<file path="src/rtl/prog_seq_pkg.sv">
package prog_seq_pkg;

  typedef enum logic [3:0] {
    MD_IDLE      = 4'd0,
    MD_SIG_RD    = 4'd1,
    MD_SEC_RD    = 4'd2,
    MD_UNLOCK    = 4'd3,
    MD_ERASE     = 4'd4,
    MD_SEC_WR    = 4'd5,
    MD_SIG_WR    = 4'd6,
    MD_LOCK      = 4'd7,
    MD_PG_LOAD   = 4'd8,
    MD_PG_COMMIT = 4'd9
  } prog_mode_e;

  typedef enum logic [3:0] {
    ST_IDLE, ST_SIG_RD, ST_SEC_RD, ST_UNLK_A, ST_UNLK_B, ST_ERASE,
    ST_SEC_WR, ST_SIG_WR, ST_LOCK, ST_WAIT_BYTE, ST_LOAD, ST_COMMIT,
    ST_DONE, ST_ERROR
  } seq_state_e;

  typedef enum logic [1:0] {
    RET_ERASE, RET_LOAD, RET_COMMIT
  } unlock_ret_e;

  localparam logic [7:0] KEY_FIRST  = 8'h55;
  localparam logic [7:0] KEY_SECOND = 8'hAA;
  localparam logic [7:0] BYTE_BLANK = 8'hFF;

endpackage

</file>
<file path="src/rtl/prog_step_counter.sv">
module prog_step_counter #(
  parameter int W = 8
) (
  input  logic         clk,
  input  logic         rst,
  input  logic         clr,
  input  logic         inc,
  input  logic [W-1:0] limit,
  output logic [W-1:0] count,
  output logic         last
);

  always_ff @(posedge clk) begin
    if (rst || clr) count <= '0;
    else if (inc)   count <= count + 1'b1;
  end

  assign last = (count == limit);

endmodule

</file>
<file path="src/rtl/prog_strobe_gen.sv">
module prog_strobe_gen #(
  parameter int SETUP_CYC = 2,
  parameter int WIDTH_CYC = 3,
  parameter int HOLD_CYC  = 2
) (
  input  logic clk,
  input  logic rst,
  input  logic go,
  input  logic with_pulse,
  output logic strobe_n,
  output logic fin
);

  localparam int MAX_A = (SETUP_CYC > WIDTH_CYC) ? SETUP_CYC : WIDTH_CYC;
  localparam int MAX_C = (MAX_A > HOLD_CYC) ? MAX_A : HOLD_CYC;
  localparam int CNT_W = $clog2(MAX_C + 1);

  typedef enum logic [1:0] {PH_IDLE, PH_SETUP, PH_LOW, PH_HOLD} phase_e;

  phase_e           phase;
  logic [CNT_W-1:0] cnt;
  logic             pulse_q;

  always_ff @(posedge clk) begin
    if (rst) begin
      phase    <= PH_IDLE;
      cnt      <= '0;
      pulse_q  <= 1'b0;
      strobe_n <= 1'b1;
      fin      <= 1'b0;
    end else begin
      fin <= 1'b0;
      case (phase)
        PH_IDLE: if (go) begin
          phase   <= PH_SETUP;
          cnt     <= CNT_W'(SETUP_CYC - 1);
          pulse_q <= with_pulse;
        end
        PH_SETUP: begin
          if (cnt != '0) cnt <= cnt - 1'b1;
          else if (pulse_q) begin
            phase    <= PH_LOW;
            strobe_n <= 1'b0;
            cnt      <= CNT_W'(WIDTH_CYC - 1);
          end else begin
            phase <= PH_IDLE;
            fin   <= 1'b1;
          end
        end
        PH_LOW: begin
          if (cnt != '0) cnt <= cnt - 1'b1;
          else begin
            phase    <= PH_HOLD;
            strobe_n <= 1'b1;
            cnt      <= CNT_W'(HOLD_CYC - 1);
          end
        end
        default: begin
          if (cnt != '0) cnt <= cnt - 1'b1;
          else begin
            phase <= PH_IDLE;
            fin   <= 1'b1;
          end
        end
      endcase
    end
  end

endmodule

</file>
<file path="src/rtl/flash_prog_seq.sv">
module flash_prog_seq
  import prog_seq_pkg::*;
#(
  parameter int ADDR_W     = 16,
  parameter int PAGE_BYTES = 128,
  parameter int SIG_BYTES  = 2,
  parameter int PAGE_CNT_W = 8,
  parameter int SETUP_CYC  = 2,
  parameter int WIDTH_CYC  = 3,
  parameter int HOLD_CYC   = 2
) (
  input  logic                   clk,
  input  logic                   rst,
  input  logic                   start,
  input  logic [PAGE_CNT_W-1:0]  num_pages,
  input  logic [SIG_BYTES*8-1:0] sig_expected,
  input  logic                   in_valid,
  input  logic [7:0]             in_data,
  output logic                   in_ready,
  input  logic [7:0]             tgt_rdata,
  output logic [3:0]             tgt_mode,
  output logic [ADDR_W-1:0]      tgt_addr,
  output logic [7:0]             tgt_wdata,
  output logic                   tgt_wdata_oe,
  output logic                   tgt_strobe_n,
  output logic                   busy,
  output logic                   done,
  output logic                   error
);

  localparam int BYTE_IDX_W = $clog2(PAGE_BYTES);
  localparam int SIG_IDX_W  = (SIG_BYTES > 1) ? $clog2(SIG_BYTES) : 1;

  seq_state_e               state;
  unlock_ret_e              unlk_ret;
  logic                     lock_final;
  logic                     issued;
  logic                     go;
  logic                     pulse_req;
  logic                     pulse_fin;
  logic [PAGE_CNT_W-1:0]    pages_q;
  logic [7:0]               byte_q;

  logic [SIG_IDX_W-1:0]     sig_cnt;
  logic                     sig_last;
  logic [BYTE_IDX_W-1:0]    byte_cnt;
  logic                     byte_last;
  logic [PAGE_CNT_W-1:0]    page_cnt;
  logic                     page_last;

  logic                     in_session, start_acc, op_done, launch;
  logic                     sig_clr, sig_inc, byte_clr, byte_inc, page_inc;
  logic [7:0]               sig_byte;
  prog_mode_e               op_mode;
  logic [ADDR_W-1:0]        op_addr;
  logic [7:0]               op_data;
  logic                     op_pulse, op_state;

  always_comb begin
    in_session = !(state inside {ST_IDLE, ST_DONE, ST_ERROR});
    start_acc  = start && !in_session;
    op_done    = issued && pulse_fin;
    sig_clr    = start_acc || (state == ST_SEC_WR && op_done);
    sig_inc    = (state == ST_SIG_RD || state == ST_SIG_WR) && op_done;
    byte_clr   = start_acc || (state == ST_COMMIT && op_done);
    byte_inc   = (state == ST_LOAD) && op_done;
    page_inc   = (state == ST_COMMIT) && op_done;
    sig_byte   = sig_expected[{sig_cnt, 3'b000} +: 8];
  end

  // Operation presented for the current state
  always_comb begin
    op_state = 1'b1;
    op_mode  = MD_IDLE;
    op_addr  = '0;
    op_data  = 8'h00;
    op_pulse = 1'b1;
    case (state)
      ST_SIG_RD: begin op_mode = MD_SIG_RD; op_addr = ADDR_W'(sig_cnt); op_pulse = 1'b0; end
      ST_SEC_RD: begin op_mode = MD_SEC_RD; op_pulse = 1'b0; end
      ST_UNLK_A: begin op_mode = MD_UNLOCK; op_data = KEY_FIRST; end
      ST_UNLK_B: begin op_mode = MD_UNLOCK; op_data = KEY_SECOND; end
      ST_ERASE:  op_mode = MD_ERASE;
      ST_SEC_WR: begin op_mode = MD_SEC_WR; op_data = BYTE_BLANK; end
      ST_SIG_WR: begin op_mode = MD_SIG_WR; op_addr = ADDR_W'(sig_cnt); op_data = sig_byte; end
      ST_LOCK:   op_mode = MD_LOCK;
      ST_LOAD:   begin op_mode = MD_PG_LOAD; op_addr = ADDR_W'({page_cnt, byte_cnt}); op_data = byte_q; end
      ST_COMMIT: begin op_mode = MD_PG_COMMIT; op_addr = ADDR_W'({page_cnt, BYTE_IDX_W'(0)}); end
      default:   op_state = 1'b0;
    endcase
    launch = op_state && !issued;
  end

  always_ff @(posedge clk) begin
    if (rst) begin
      state        <= ST_IDLE;
      unlk_ret     <= RET_LOAD;
      lock_final   <= 1'b0;
      issued       <= 1'b0;
      go           <= 1'b0;
      pulse_req    <= 1'b0;
      pages_q      <= '0;
      byte_q       <= 8'h00;
      in_ready     <= 1'b0;
      tgt_mode     <= MD_IDLE;
      tgt_addr     <= '0;
      tgt_wdata    <= 8'h00;
      tgt_wdata_oe <= 1'b0;
      busy         <= 1'b0;
      done         <= 1'b0;
      error        <= 1'b0;
    end else begin
      go <= 1'b0;
      if (launch) begin
        issued       <= 1'b1;
        go           <= 1'b1;
        pulse_req    <= op_pulse;
        tgt_mode     <= op_mode;
        tgt_addr     <= op_addr;
        tgt_wdata    <= op_data;
        tgt_wdata_oe <= op_pulse;
      end
      if (op_done) issued <= 1'b0;

      case (state)
        ST_IDLE, ST_DONE, ST_ERROR: if (start) begin
          pages_q <= num_pages;
          done    <= 1'b0;
          error   <= 1'b0;
          busy    <= 1'b1;
          state   <= ST_SIG_RD;
        end
        ST_SIG_RD: if (op_done) begin
          if (tgt_rdata != sig_byte) begin
            state        <= ST_ERROR;
            error        <= 1'b1;
            busy         <= 1'b0;
            tgt_mode     <= MD_IDLE;
            tgt_wdata_oe <= 1'b0;
          end else if (sig_last) state <= ST_SEC_RD;
        end
        ST_SEC_RD: if (op_done) begin
          if (tgt_rdata != BYTE_BLANK) begin
            unlk_ret <= RET_ERASE;
            state    <= ST_UNLK_A;
          end else if (pages_q == '0) begin
            lock_final <= 1'b1;
            state      <= ST_LOCK;
          end else begin
            unlk_ret <= RET_LOAD;
            state    <= ST_UNLK_A;
          end
        end
        ST_UNLK_A: if (op_done) state <= ST_UNLK_B;
        ST_UNLK_B: if (op_done) begin
          case (unlk_ret)
            RET_ERASE:  state <= ST_ERASE;
            RET_COMMIT: state <= ST_COMMIT;
            default:    state <= ST_WAIT_BYTE;
          endcase
        end
        ST_ERASE:  if (op_done) state <= ST_SEC_WR;
        ST_SEC_WR: if (op_done) state <= ST_SIG_WR;
        ST_SIG_WR: if (op_done && sig_last) begin
          lock_final <= (pages_q == '0);
          state      <= ST_LOCK;
        end
        ST_LOCK: if (op_done) begin
          if (lock_final) begin
            state        <= ST_DONE;
            done         <= 1'b1;
            busy         <= 1'b0;
            tgt_mode     <= MD_IDLE;
            tgt_wdata_oe <= 1'b0;
          end else begin
            unlk_ret <= RET_LOAD;
            state    <= ST_UNLK_A;
          end
        end
        ST_WAIT_BYTE: begin
          if (in_ready && in_valid) begin
            byte_q   <= in_data;
            in_ready <= 1'b0;
            state    <= ST_LOAD;
          end else begin
            in_ready <= 1'b1;
          end
        end
        ST_LOAD: if (op_done) begin
          if (byte_last) begin
            unlk_ret <= RET_COMMIT;
            state    <= ST_UNLK_A;
          end else state <= ST_WAIT_BYTE;
        end
        ST_COMMIT: if (op_done) begin
          if (page_last) begin
            lock_final <= 1'b1;
            state      <= ST_LOCK;
          end else begin
            unlk_ret <= RET_LOAD;
            state    <= ST_UNLK_A;
          end
        end
        default: state <= ST_IDLE;
      endcase
    end
  end

  prog_step_counter #(.W(SIG_IDX_W)) u_sig_cnt (
    .clk(clk), .rst(rst), .clr(sig_clr), .inc(sig_inc),
    .limit(SIG_IDX_W'(SIG_BYTES - 1)), .count(sig_cnt), .last(sig_last)
  );

  prog_step_counter #(.W(BYTE_IDX_W)) u_byte_cnt (
    .clk(clk), .rst(rst), .clr(byte_clr), .inc(byte_inc),
    .limit(BYTE_IDX_W'(PAGE_BYTES - 1)), .count(byte_cnt), .last(byte_last)
  );

  prog_step_counter #(.W(PAGE_CNT_W)) u_page_cnt (
    .clk(clk), .rst(rst), .clr(start_acc), .inc(page_inc),
    .limit(pages_q - 1'b1), .count(page_cnt), .last(page_last)
  );

  prog_strobe_gen #(
    .SETUP_CYC(SETUP_CYC), .WIDTH_CYC(WIDTH_CYC), .HOLD_CYC(HOLD_CYC)
  ) u_strobe (
    .clk(clk), .rst(rst), .go(go), .with_pulse(pulse_req),
    .strobe_n(tgt_strobe_n), .fin(pulse_fin)
  );

endmodule

</file>
<file path="config.mk">
export PLATFORM = sky130hd
export DESIGN_NAME = flash_prog_seq
export DESIGN_NICKNAME = d
export VERILOG_FILES = /design/src/rtl/prog_seq_pkg.sv /design/src/rtl/prog_step_counter.sv /design/src/rtl/prog_strobe_gen.sv /design/src/rtl/flash_prog_seq.sv
export SDC_FILE = /design/constraint.sdc
export NUM_CORES = 1
export LEC_CHECK = 0
export ABC_AREA = 0
export BUFFER_PORTS_ARGS = -buffer_cell sky130_fd_sc_hd__buf_2
export CAP_MARGIN = 40
export CORE_MARGIN = 2
export CORE_UTILIZATION = 56
export CTS_CLUSTER_DIAMETER = 60
export DETAILED_ROUTE_END_ITERATION = 10
export PLACE_DENSITY_LB_ADDON = 0.3
export SLEW_MARGIN = 20
export SYNTH_ARGS = -nofsm -noshare
export SYNTH_HDL_FRONTEND = slang
export SYNTH_HIERARCHICAL = 1
export SYNTH_SLANG_ARGS = --single-unit
</file>
<file path="constraint.sdc">
create_clock -name clk -period 3.4 [get_ports clk]
set_input_delay 0.34 -clock clk [delete_from_list [all_inputs] [get_ports clk]]
set_output_delay 0.34 -clock clk [all_outputs]
set_load 0.01 [all_outputs]
</file>
==> results.sh <==
export IMPL_ys_async_sr_fraction_pct=0
export IMPL_hp_class="input port to flip-flop"
export IMPL_grtUsageTotal_pct=26.7
export IMPL_dp_hpwl_microns=8080
export IMPL_hold_viol_final=0
export IMPL_nets=669
export IMPL_yosysTopAreaCellShare_pct=36.4
export IMPL_synth_compound_area_share_pct=19.8
export IMPL_synthSimpleGateAreaFrac_pct=23.5
export IMPL_n_antenna_cell=0
export IMPL_pwr_share_clk_pct=19.1
export IMPL_timing_rr_start="pages_q[3]"
export IMPL_cts_max_path_buffers=2
export IMPL_final_antenna_net_count=0
export IMPL_status="completed"
export IMPL_core_area_sq_um=7730
export IMPL_required_ns=3.65
export IMPL_vias=4216
export IMPL_synth_adder_area_share_pct=2.25
export IMPL_finalSetupTns_ns=0
export IMPL_drcViolationCount=0
export IMPL_grt_pass1_vias=4122
export IMPL_hold_start="num_pages[0]"
export IMPL_drv_cap=0
export IMPL_finalInstanceArea_sq_um=5140
export IMPL_seq_power_share_pct=35.1
export IMPL_synth_top_family_by_area="simple AND/OR/NAND/NOR gates"
export IMPL_fmax_mhz=366
export IMPL_holdPathStages=3
export IMPL_yosysSeqAreaShare_pct=36.4
export IMPL_synth_ff_type="dfxtp_1"
export IMPL_power_net_switching_uw=1550
export IMPL_yosys_warnings=6
export IMPL_syn_cell_area_sq_um=4460
export IMPL_setup_viol=0
export IMPL_period_needed_ns=2.73
export IMPL_antenna_found_initial=0
export IMPL_cts_root_buf="clkbuf_8"
export IMPL_drt_first_pass_iters=5
export IMPL_report_final_slew_viol_count=0
export IMPL_syn_area_per_cell_sq_um=8.23
export IMPL_cellPowerDensity_nw_per_um2=695
export IMPL_routabilityCongestion=0.967
export IMPL_yosysTopAreaCell="dfxtp_1"
export IMPL_rsz0062_at_grt="no"
export IMPL_synthCells=542
export IMPL_first_iter_violations=325
export IMPL_cp_end_kind="flip-flop"
export IMPL_io_buffer_count=76
export IMPL_viasPerCell=5.82
export IMPL_grt_pass1_wl_microns=18800
export IMPL_post_cts_buffers=0
export IMPL_grt_ovfl_total=0
export IMPL_die_w_microns=93.2
export IMPL_total_power_uw=3570
export IMPL_synth_enable_flop_cells=0
export IMPL_pwr_share_comb_pct=45.8
export IMPL_r2r_slack_ns=0.67
export IMPL_placed_cell_area_sq_um=4950
export IMPL_synthDistinctLibCells=70
export IMPL_min_to="pages_q[0]"
export IMPL_finClkSkew_ns=0.0109
export IMPL_area_growth_pct=15.3
export IMPL_num_io_pins=78
export IMPL_worst_slew_pin_slew_ns=0.754
export IMPL_slew_headroom_pct=48.4
export IMPL_rows=32
export IMPL_synth_area_leaders="dfxtp_1 36%, xnor2_1 5.5%, nor2_1 5.1%"
export IMPL_r2r_cells=12
export IMPL_clock_tree_htree_level_count=3
export IMPL_preCtsSetupSlack_ns=0.695
export IMPL_min_period_over_period_pct=80.4
export IMPL_cts_tree="built"
export IMPL_worstSetupPathType="flip-flop to flip-flop"
export IMPL_cts_inserted_buffers=9
export IMPL_grt_start_max_net_pins=34
export IMPL_wire_per_inst_microns=15.5
export IMPL_ctsHoldBuffers=0
export IMPL_ir_drop_mv=0.315
export IMPL_clk_latency_ns=0.36
export IMPL_synthXorXnorAreaFrac_pct=8.06
export IMPL_layout_drive_gt1_share_pct=20.7
export IMPL_ctsResizeCount=0
export IMPL_worst_path_max_fanout=5
export IMPL_dieArea_sq_um=8690
export IMPL_totalWireLength_microns=11200
export IMPL_crit_path_start_kind="flip-flop"
export IMPL_die_y_microns=93.2
export IMPL_p_int_uw=2030
export IMPL_worst_slack_ns=0.668
export IMPL_cp_arrival_ns=2.98
export IMPL_r2r_end="unlk_ret[0]"
export IMPL_synthMuxAreaShare_pct=5.33
export IMPL_clock_sinks=81
export IMPL_swShare_pct=43.3
export IMPL_ys_seq_elements=81
export IMPL_clk_pin_slew_ns=0.09
export IMPL_initial_core_util_pct=57.7
export IMPL_p_leak_uw=0.00198
==> placed cells by master, fill, tap and decap left out, types with 4 or more instances in the layout <==
cell type	n
dfxtp_1	81
buf_2	76
nor2_1	61
nand2_1	59
a21oi_1	36
o21ai_0	29
xnor2_1	28
mux2i_1	20
a22o_1	16
buf_4	16
nor3_1	13
xor2_1	13
nand3_1	11
inv_1	10
clkbuf_8	10
nand2b_1	9
a211oi_1	9
nand4_1	9
conb_1	9
ha_1	8
or3_1	6
nand3b_1	5
nor2b_1	5
nor4_1	5
a22oi_1	5
nor3b_1	4
or2_2	4
clkinvlp_4	4
==> per-stage QoR <==
step / hold slack [ns] / utilization, % / cells
2_1_floorplan: 0.402 / - / 549
3_3_place_gp: 0.442 / 64.1 / 708
3_5_place_dp: 0.451 / 64.1 / 708
4_1_cts: 0.203 / 66.5 / 724
5_1_grt: 0.212 / 66.5 / 724
6_report: 0.212 / 66.5 / 724
==> registers in the layout, summed over array words and instances, names as in the netlist, 2 cells and up <==
| signal | count |
|---|---|
| tgt_wdata | 8 |
| u_page_cnt/count | 8 |
| u_strobe/phase | 2 |
| u_strobe/cnt | 2 |
| state | 4 |
| tgt_mode | 4 |
| byte_q | 8 |
| unlk_ret | 2 |
| pages_q | 8 |
| u_byte_cnt/count | 7 |
| tgt_addr | 15 |
==> cell type report <==
class	instances	area (sq um)
multi-input cells	422	2660
fillers	685	2590
flip-flops and latches	81	1620
repair buffers	92	500
clock buffers	10	138
well taps	102	128
clock inverters	6	50.0
inverters	11	41.3
==> worst max-delay path by stage <==
stage,start,end,slack (ns)
finish,pages_q[3],unlk_ret[0],0.67
global route,pages_q[3],unlk_ret[0],0.45
CTS,pages_q[3],unlk_ret[0],0.66
detailed placement,pages_q[3],unlk_ret[0],0.70
global placement,pages_q[3],unlk_ret[0],0.73
floorplan,pages_q[3],unlk_ret[0],0.87
==> worst max-delay path: stages (launching register included) <==
cell and delay [ns]:
dfxtp_1 0.36, or4_4 0.58, nand2b_1 0.18, xnor2_1 0.18, xnor2_1 0.14, nand4_1 0.10
nor2_1 0.25, nand3_1 0.11, o31ai_1 0.11, a211oi_1 0.09, o21ai_2 0.19, nor3_1 0.07
a211o_1 0.27
==> kinds of logic after synthesis <==
family,after synthesis
AO/OA/AOI/OAI,132
other,2
multiplexers,23
flip-flops,81
buffers and inverters,46
AND/OR/NAND/NOR,209
XOR/XNOR,41
adder cells (fa/ha/maj),8
==> synthesized netlist by cell type (3+ instances only) <==
library cell  instances
nor4_1                5
nand2_1              59
xor2_1               13
nand2b_1              9
or3_1                 6
nor3b_1               4
mux2i_1              20
o21ai_0              29
nor2_1               61
clkbuf_1             25
ha_1                  8
nor3_1               13
o221ai_1              3
nand3_1              11
a22oi_1               5
buf_2                 6
or2_2                 4
o31ai_1               3
nand3b_1              5
nand4_1               9
nor2b_1               5
dfxtp_1              81
a21oi_1              36
inv_1                10
a31oi_1               3
xnor2_1              28
a22o_1               16
a211oi_1              9
==> power groups by stage <==
stage / clock network [uW] / logic [uW] / registers [uW]
global placement: 0 / 1570 / 1260
finish: 681 / 1640 / 1260
global route: 734 / 1820 / 1280
CTS: 690 / 1620 / 1250
floorplan: 0 / 1250 / 1190
detailed placement: 0 / 1610 / 1270
==> layer usage <==
layer,wire (microns),global-route usage [%],up-vias
li1,-,-,2057
met1,4840,34.0,1977
met2,5360,43.9,153
met3,743,5.00,29
met4,312,11.9,0
met5,0,0,-
(Power assumes the default switching activity.)
